--- src/rtl/cgd_pkg.sv ---
package cgd_pkg;
  localparam int STW = 2;

  typedef enum logic [2:0] {
    ST_RECV, ST_SCAN, ST_EMIT, ST_VREQ, ST_VRSP
  } ctl_state_e;

  typedef struct packed {
    logic           ok;
    logic           dbit;
    logic [STW-1:0] nxt;
  } lut_entry_t;

  function automatic logic [1:0] enc_sym(input logic [2:0] g1, input logic [2:0] g2,
                                         input logic u, input logic [STW-1:0] s);
    logic [2:0] taps;
    taps = {u, s};
    return {^(g1 & taps), ^(g2 & taps)};
  endfunction

  function automatic lut_entry_t lut_calc(input logic [2:0] g1, input logic [2:0] g2,
                                          input logic [STW-1:0] s, input logic [1:0] sym);
    lut_entry_t e;
    if (enc_sym(g1, g2, 1'b0, s) == sym) begin
      e = '{ok: 1'b1, dbit: 1'b0, nxt: {1'b0, s[1]}};
    end else if (enc_sym(g1, g2, 1'b1, s) == sym) begin
      e = '{ok: 1'b1, dbit: 1'b1, nxt: {1'b1, s[1]}};
    end else begin
      e = '{ok: 1'b0, dbit: 1'b0, nxt: '0};
    end
    return e;
  endfunction
endpackage

--- src/rtl/crc_gate.sv ---
module crc_gate #(
  parameter int          CRC_W    = 32,
  parameter logic [31:0] POLY_REV = 32'hEDB88320
) (
  input  logic clk,
  input  logic rst_n,
  input  logic clr,
  input  logic bit_en,
  input  logic bit_in,
  output logic pop_en,
  output logic pop_bit,
  output logic crc_ok
);
  localparam int FW = $clog2(CRC_W + 1);

  logic [CRC_W-1:0] win_q, win_d, crc_q, crc_d;
  logic [FW-1:0]    fill_q, fill_d;
  logic             full;

  assign full    = (fill_q == FW'(CRC_W));
  assign pop_en  = bit_en && full;
  assign pop_bit = win_q[0];
  assign crc_ok  = full && (win_q == ~crc_q);

  always_comb begin
    win_d  = win_q;
    fill_d = fill_q;
    crc_d  = crc_q;
    if (clr) begin
      win_d  = '0;
      fill_d = '0;
      crc_d  = '1;
    end else if (bit_en) begin
      win_d = {bit_in, win_q[CRC_W-1:1]};
      if (!full) fill_d = fill_q + FW'(1);
      if (pop_en) begin
        crc_d = (crc_q >> 1) ^ ((crc_q[0] ^ pop_bit) ? POLY_REV[CRC_W-1:0] : '0);
      end
    end
  end

  always_ff @(posedge clk or negedge rst_n) begin
    if (!rst_n) begin
      win_q  <= '0;
      fill_q <= '0;
      crc_q  <= '1;
    end else begin
      win_q  <= win_d;
      fill_q <= fill_d;
      crc_q  <= crc_d;
    end
  end

  // the checker fill never exceeds the CRC width
  p_fill_bound_r1: assert property (@(posedge clk) disable iff (!rst_n)
    fill_q <= FW'(CRC_W));
endmodule

--- src/rtl/sym_buffer.sv ---
module sym_buffer #(
  parameter int DEPTH = 64
) (
  input  logic                         clk,
  input  logic                         rst_n,
  input  logic                         clr,
  input  logic                         wr_en,
  input  logic                         wr_bit,
  input  logic [$clog2(DEPTH)-1:0]     rd_idx,
  output logic [1:0]                   rd_sym,
  output logic [$clog2(DEPTH+1)-1:0]   nsym
);
  localparam int NB  = 2 * DEPTH;
  localparam int IW  = $clog2(NB + 1);
  localparam int RIW = $clog2(DEPTH);

  logic [NB-1:0] mem;
  logic [IW-1:0] wptr_q, wptr_d;
  logic [RIW:0]  base;

  assign base   = {rd_idx, 1'b0};
  assign rd_sym = {mem[base], mem[base + (RIW+1)'(1)]};
  assign nsym   = wptr_q[IW-1:1];

  always_comb begin
    wptr_d = wptr_q;
    if (clr)        wptr_d = '0;
    else if (wr_en) wptr_d = wptr_q + IW'(1);
  end

  always_ff @(posedge clk or negedge rst_n) begin
    if (!rst_n) wptr_q <= '0;
    else        wptr_q <= wptr_d;
  end

  always_ff @(posedge clk) begin
    if (wr_en && !clr) mem[wptr_q[IW-2:0]] <= wr_bit;
  end

  // at most DEPTH symbols are stored per frame
  p_no_overflow_r9: assert property (@(posedge clk) disable iff (!rst_n)
    (wr_en && !clr) |-> (wptr_q < IW'(NB)));
endmodule

--- src/rtl/fast_lut.sv ---
module fast_lut
  import cgd_pkg::*;
#(
  parameter logic [2:0] G1 = 3'b111,
  parameter logic [2:0] G2 = 3'b101
) (
  input  logic [STW-1:0] state,
  input  logic [1:0]     sym,
  output lut_entry_t     entry
);
  localparam int NE = 1 << (STW + 2);

  lut_entry_t tbl [NE];

  for (genvar i = 0; i < NE; i++) begin : g_ent
    localparam logic [STW+1:0] IDX = (STW+2)'(i);
    assign tbl[i] = lut_calc(G1, G2, IDX[STW+1:2], IDX[1:0]);
  end

  assign entry = tbl[{state, sym}];
endmodule

--- src/rtl/crc_gated_decoder.sv ---
module crc_gated_decoder
  import cgd_pkg::*;
#(
  parameter int         DEPTH = 64,
  parameter logic [2:0] G1    = 3'b111,
  parameter logic [2:0] G2    = 3'b101
) (
  input  logic       clk,
  input  logic       rst_n,
  input  logic       in_valid,
  input  logic       in_bit,
  input  logic       in_last,
  output logic       in_ready,
  output logic       out_valid,
  output logic       out_bit,
  output logic       out_last,
  output logic       out_path,
  output logic       vit_req_valid,
  output logic [1:0] vit_req_sym,
  output logic       vit_req_last,
  input  logic       vit_req_ready,
  input  logic       vit_rsp_valid,
  input  logic       vit_rsp_bit,
  input  logic       vit_rsp_last
);
  localparam int RIW = $clog2(DEPTH);
  localparam int NSW = $clog2(DEPTH + 1);

  ctl_state_e     st_q, st_d;
  logic [RIW-1:0] idx_q, idx_d;
  logic [STW-1:0] ds_q, ds_d;
  logic           ov_q, ob_q, ol_q, op_q;
  logic           ov_d, ob_d, ol_d, op_d;
  logic           acc, clr, pop_en, pop_bit, crc_ok, last_sym;
  logic [1:0]     rd_sym;
  logic [NSW-1:0] nsym;
  lut_entry_t     entry;

  assign acc = in_valid && in_ready;

  crc_gate u_crc (
    .clk(clk), .rst_n(rst_n), .clr(clr), .bit_en(acc), .bit_in(in_bit),
    .pop_en(pop_en), .pop_bit(pop_bit), .crc_ok(crc_ok)
  );

  sym_buffer #(.DEPTH(DEPTH)) u_buf (
    .clk(clk), .rst_n(rst_n), .clr(clr), .wr_en(pop_en), .wr_bit(pop_bit),
    .rd_idx(idx_q), .rd_sym(rd_sym), .nsym(nsym)
  );

  fast_lut #(.G1(G1), .G2(G2)) u_lut (
    .state(ds_q), .sym(rd_sym), .entry(entry)
  );

  assign last_sym      = (({1'b0, idx_q} + NSW'(1)) == nsym);
  assign in_ready      = (st_q == ST_RECV);
  assign vit_req_valid = (st_q == ST_VREQ);
  assign vit_req_sym   = rd_sym;
  assign vit_req_last  = (st_q == ST_VREQ) && last_sym;
  assign out_valid     = ov_q;
  assign out_bit       = ob_q;
  assign out_last      = ol_q;
  assign out_path      = op_q;

  always_comb begin
    st_d  = st_q;
    idx_d = idx_q;
    ds_d  = ds_q;
    clr   = 1'b0;
    ov_d  = 1'b0;
    ob_d  = ob_q;
    ol_d  = 1'b0;
    op_d  = op_q;
    unique case (st_q)
      ST_RECV: begin
        if (acc && in_last) begin
          st_d  = ST_SCAN;
          idx_d = '0;
          ds_d  = '0;
        end
      end
      ST_SCAN: begin
        if (!crc_ok || !entry.ok) begin
          st_d  = ST_VREQ;
          idx_d = '0;
        end else if (last_sym) begin
          st_d  = ST_EMIT;
          idx_d = '0;
          ds_d  = '0;
        end else begin
          idx_d = idx_q + RIW'(1);
          ds_d  = entry.nxt;
        end
      end
      ST_EMIT: begin
        ov_d  = 1'b1;
        ob_d  = entry.dbit;
        ol_d  = last_sym;
        op_d  = 1'b0;
        idx_d = idx_q + RIW'(1);
        ds_d  = entry.nxt;
        if (last_sym) begin
          st_d = ST_RECV;
          clr  = 1'b1;
        end
      end
      ST_VREQ: begin
        if (vit_req_ready) begin
          if (last_sym) st_d = ST_VRSP;
          else          idx_d = idx_q + RIW'(1);
        end
      end
      ST_VRSP: begin
        if (vit_rsp_valid) begin
          ov_d = 1'b1;
          ob_d = vit_rsp_bit;
          ol_d = vit_rsp_last;
          op_d = 1'b1;
          if (vit_rsp_last) begin
            st_d = ST_RECV;
            clr  = 1'b1;
          end
        end
      end
      default: st_d = ST_RECV;
    endcase
  end

  always_ff @(posedge clk or negedge rst_n) begin
    if (!rst_n) begin
      st_q  <= ST_RECV;
      idx_q <= '0;
      ds_q  <= '0;
      ov_q  <= 1'b0;
      ob_q  <= 1'b0;
      ol_q  <= 1'b0;
      op_q  <= 1'b0;
    end else begin
      st_q  <= st_d;
      idx_q <= idx_d;
      ds_q  <= ds_d;
      ov_q  <= ov_d;
      ob_q  <= ob_d;
      ol_q  <= ol_d;
      op_q  <= op_d;
    end
  end

  // input closes right after the frame's last bit
  p_ready_drop_r9: assert property (@(posedge clk) disable iff (!rst_n)
    (acc && in_last) |=> !in_ready);

  // an unaccepted request keeps its contents
  p_req_hold_r5: assert property (@(posedge clk) disable iff (!rst_n)
    (vit_req_valid && !vit_req_ready) |=>
      (vit_req_valid && $stable(vit_req_sym) && $stable(vit_req_last)));

  // the table path only emits from valid table entries
  p_emit_valid_r6: assert property (@(posedge clk) disable iff (!rst_n)
    (st_q == ST_EMIT) |-> entry.ok);

  // path flag constant across consecutive beats
  p_path_const_r8: assert property (@(posedge clk) disable iff (!rst_n)
    (out_valid && $past(out_valid)) |-> (out_path == $past(out_path)));

  // last marker only on a valid beat
  p_last_valid_r8: assert property (@(posedge clk) disable iff (!rst_n)
    out_last |-> out_valid);

  // no external request while the table path emits
  p_fast_quiet_r3: assert property (@(posedge clk) disable iff (!rst_n)
    (out_valid && !out_path) |-> !vit_req_valid);
endmodule

--- config.mk ---
export PLATFORM = sky130hd
export DESIGN_NAME = crc_gated_decoder
export DESIGN_NICKNAME = d
export VERILOG_FILES = /design/src/rtl/cgd_pkg.sv /design/src/rtl/crc_gate.sv /design/src/rtl/sym_buffer.sv /design/src/rtl/fast_lut.sv /design/src/rtl/crc_gated_decoder.sv
export SDC_FILE = /design/constraint.sdc
export NUM_CORES = 1
export LEC_CHECK = 0
export ABC_CLOCK_PERIOD_IN_PS = 4600
export BUFFER_PORTS_ARGS = -buffer_cell sky130_fd_sc_hd__buf_2
export CORE_MARGIN = 2
export CORE_UTILIZATION = 60
export CTS_CLUSTER_DIAMETER = 150
export DETAILED_ROUTE_END_ITERATION = 16
export PLACE_DENSITY = 0.84
export RECOVER_POWER = 100
export SLEW_MARGIN = 5
export SYNTH_ARGS = -nofsm -noshare
export SYNTH_HDL_FRONTEND = slang
export SYNTH_HIERARCHICAL = 1
export SYNTH_SLANG_ARGS = --single-unit
--- constraint.sdc ---
create_clock -name clk -period 4.6 [get_ports clk]
set_clock_uncertainty 0.1 [all_clocks]
set_input_delay 0.92 -clock clk [delete_from_list [all_inputs] [get_ports clk]]
set_output_delay 0.92 -clock clk [all_outputs]
set_load 0.1 [all_outputs]
==> flow_metrics.py <==
metrics = {
    "cells_and_area": {
        "final_cell_mix": "nor2_1, edfxtp_1, nand2_1",
        "diodes": 0,
        "drive_above_1_share_pct": 14.6,
        "final_util_pct": 66.7,
        "seq_area_um2": 6220,
        "area_delta_synth_final_pct": 7.77,
        "final_common_cell": "nor2_1",
        "final_nets": 919,
        "multi_input_area_um2": 4150,
        "fillers": 1183,
    },
    "sta": {
        "worst_pin_slew_ns": 2.08,
        "setup_viol": 0,
        "worst_slew_margin_rel_pct": -38.7,
        "hold_viol": 0,
        "fmax_mhz": 225,
        "rsz0062_at_grt": "no",
        "min_period_ns": 4.44,
        "setup_slack_ns": 0.164,
        "drv_slew": 200,
        "period_share_pct": 96.4,
        "fin_setup_tns_ns": 0,
    },
    "routing": {
        "num_vias": 7215,
        "wire_per_inst_um": 20.3,
        "drc": 0,
        "drt-pass1-iter-count": 5,
        "routed_wl_mm": 23.2,
        "drt-initial-drc-count": 777,
        "drtAntennaViolNets": 0,
        "vias_per_cell": 6.31,
    },
    "status": {
        "status": "complete, but fails checks",
        "violations": "max-capacitance violations, max-slew violations",
    },
    "place": {
        "place_hpwl_mm": 14.0,
        "post-place-ws_ns": 0.412,
        "gp_congestion": 0.825,
        "portBuffers": 17,
    },
    "grt": {
        "grt_max_degree": 130,
        "grt_pass1_wl_mm": 36.0,
        "track_usage_pct": 24.5,
        "grt_pass1_vias": 7018,
        "grt_antenna_before_repair": 0,
        "overflow": 0,
    },
    "synthesis": {
        "synth_compound_area_share_pct": 4.98,
        "synth_top_cells_by_area": "edfxtp_1, dfrtp_1, dfstp_2",
        "synth-xor-area-share_pct": 4.96,
        "synth.distinct_cells": 65,
        "synthMuxAreaShare_pct": 10.4,
        "synth_top_family_by_area": "simple AND/OR/NAND/NOR gates",
        "synth_edf_count": 128,
        "ys_seq_elements": 221,
        "yosys_warnings": 6,
        "synthSimpleGateAreaFrac_pct": 17.1,
        "synth_adder_area_share_pct": 0.929,
        "synth-seq-area-share_pct": 57.7,
        "synth_flop_cell": "edfxtp_1",
        "yosysTopAreaCell": "edfxtp_1",
        "async_flop_share_pct": 42.1,
        "synth_top_area_share_pct": 35.7,
        "postSynthNetCount": 924,
        "synth_cells": 907,
        "syn_area_um2": 10800,
        "synth.avg_cell_area_um2": 11.9,
    },
    "worst_setup_path": {
        "worstPathArrival_ns": 3.42,
        "crit_path_top_delay_cell": "o311ai_0",
        "end_kind": "output pin",
        "crit_chain": "buf_4, mux4_1, nor2b_1, o311ai_0, a32o_1, clkbuf_2",
        "crit_type": "reg2out",
        "worstPathRequired_ns": 3.58,
        "cp-start-kind": "register",
        "crit_fanout": 33,
        "slowest_delay_ns": 0.60,
        "r2r_setup_slack_ns": 0.24,
    },
    "clock_network": {
        "ctsRootBufferMaster": "clkbuf_16",
        "clock_latency_ns": 0.50,
        "cts.reportedPaths.clkPinSlew_ns": 0.06,
        "cts_tree": "yes",
        "cts_buffers": 22,
        "post_cts_buffers": 0,
        "cts.sinks": 221,
        "htree_levels": 1,
        "cts_max_path_buffers": 3,
    },
    "pwr": {
        "irDropWorstVdd_mv": 0.604,
        "powerDensity_nw_per_um2": 453,
        "p_total_mw": 5.26,
        "power.leakage_nw": 4.56,
    },
    "floorplanning": {
        "die_w_um": 138,
        "rows": 48,
        "start_util_pct": 61.8,
        "die_h_um": 138,
        "dieArea_um2": 19000,
        "ioPinCount": 18,
        "coreArea_um2": 17400,
    },
    "hold_path": {
        "min_path_type": "reg2reg",
    },
    "flow_run": {
        "maxCapViolations": 2,
    },
}
==> cell usage after synthesis (all sizes together), types with 3 or more instances <==
cell type / number
nor2b: 15
o22ai: 5
mux4: 31
nor3: 5
a211oi: 5
o21ai: 16
a2111oi: 4
mux2i: 38
xor2: 14
xnor2: 47
dfstp: 32
nor4: 8
or2: 4
buf: 33
inv: 10
nand3: 13
and2: 5
clkbuf: 29
nand4: 11
nand2b: 10
or3: 7
nand2: 95
nor2: 185
a22oi: 6
edfxtp: 128
nand4b: 4
nand3b: 33
a21oi: 12
ha: 8
a21o: 3
dfrtp: 61
==> layer usage <==
layer | vias to the layer above | track usage (%) | routed length (um)
li1 | 3197 | - | -
met1 | 3568 | 33.5 | 9270
met2 | 384 | 38.8 | 11000
met3 | 66 | 5.63 | 2240
met4 | 0 | 8.79 | 686
met5 | - | 0 | 0
==> area by class of cell <==
class | count | share of cell area (%)
inverter | 12 | 0.431
clock inverter | 4 | 0.377
tap | 225 | 2.43
clock buffer | 36 | 5.98
multi-input combinational | 612 | 35.8
sequential | 221 | 53.6
timing repair buffer | 33 | 1.46
==> kinds of logic (layout without fill, tap and decap cells) <==
| logic type | Yosys count | count (layout) |
|---|---|---|
| flops | 221 | 221 |
| simple gates | 398 | 398 |
| xor+xnor | 61 | 61 |
| mux | 71 | 71 |
| compound gates | 74 | 74 |
| buf+inv | 74 | 85 |
| fa+ha+maj | 8 | 8 |
==> worst paths after layout <==
path | from | depth (start not counted) | to
min | u_crc/crc_q[5] | 2 | u_crc/crc_q[4]
min in group asynchronous | rst_n | 1 | u_crc/win_q[26]
max reg2reg | idx_q[1] | 12 | idx_q[5]
min reg2reg | u_crc/crc_q[5] | 2 | u_crc/crc_q[4]
max | idx_q[1] | 6 | vit_req_sym[0]
max in group asynchronous | rst_n | 2 | u_crc/win_q[12]
==> timing repair <==
item                                   4_1_cts  5_1_grt
setup endpoints to repair                    0        3
endpoints found under the hold margin        0        0
hold buffers                                 0        0
resized for setup                            0        2
==> sequential cells by signal, indices dropped and copies added (netlist names) <==
| register | flops |
|---|---|
| idx_q | 6 |
| ds_q | 2 |
| u_crc/fill_q | 6 |
| out_path | 1 |
| out_valid | 1 |
| u_buf/mem | 128 |
| out_last | 1 |
| st_q | 3 |
| out_bit | 1 |
| u_crc/crc_q | 32 |
| u_buf/wptr_q | 8 |
| u_crc/win_q | 32 |
==> critical path: cells and delay by family (launching register included) <==
family                 cells  cell delay (ns)
AOI/OAI and AO/OA          2             1.02
buffers and inverters      2             1.00
DFF                        1             0.48
muxes                      1             0.34
and+or+nand+nor            1             0.05
==> per-stage QoR <==
step                cells  hold slack [ns]  area [um^2]
finish               1143            0.399        11600
global route         1143            0.419        11600
CTS                  1143            0.400        11700
detailed placement   1103            0.392        10900
global placement     1103            0.385        10900
floorplan             907            0.376        10800
==> report_power, final <==
| group | leakage [nW] | total [mW] | internal [mW] | switching (mW) |
|---|---|---|---|---|
| clock | 0.364 | 1.81 | 1.08 | 0.725 |
| sequential | 2.66 | 2.34 | 2.16 | 0.187 |
| combinational | 1.54 | 1.11 | 0.385 | 0.723 |
(Power assumes the default switching activity.)
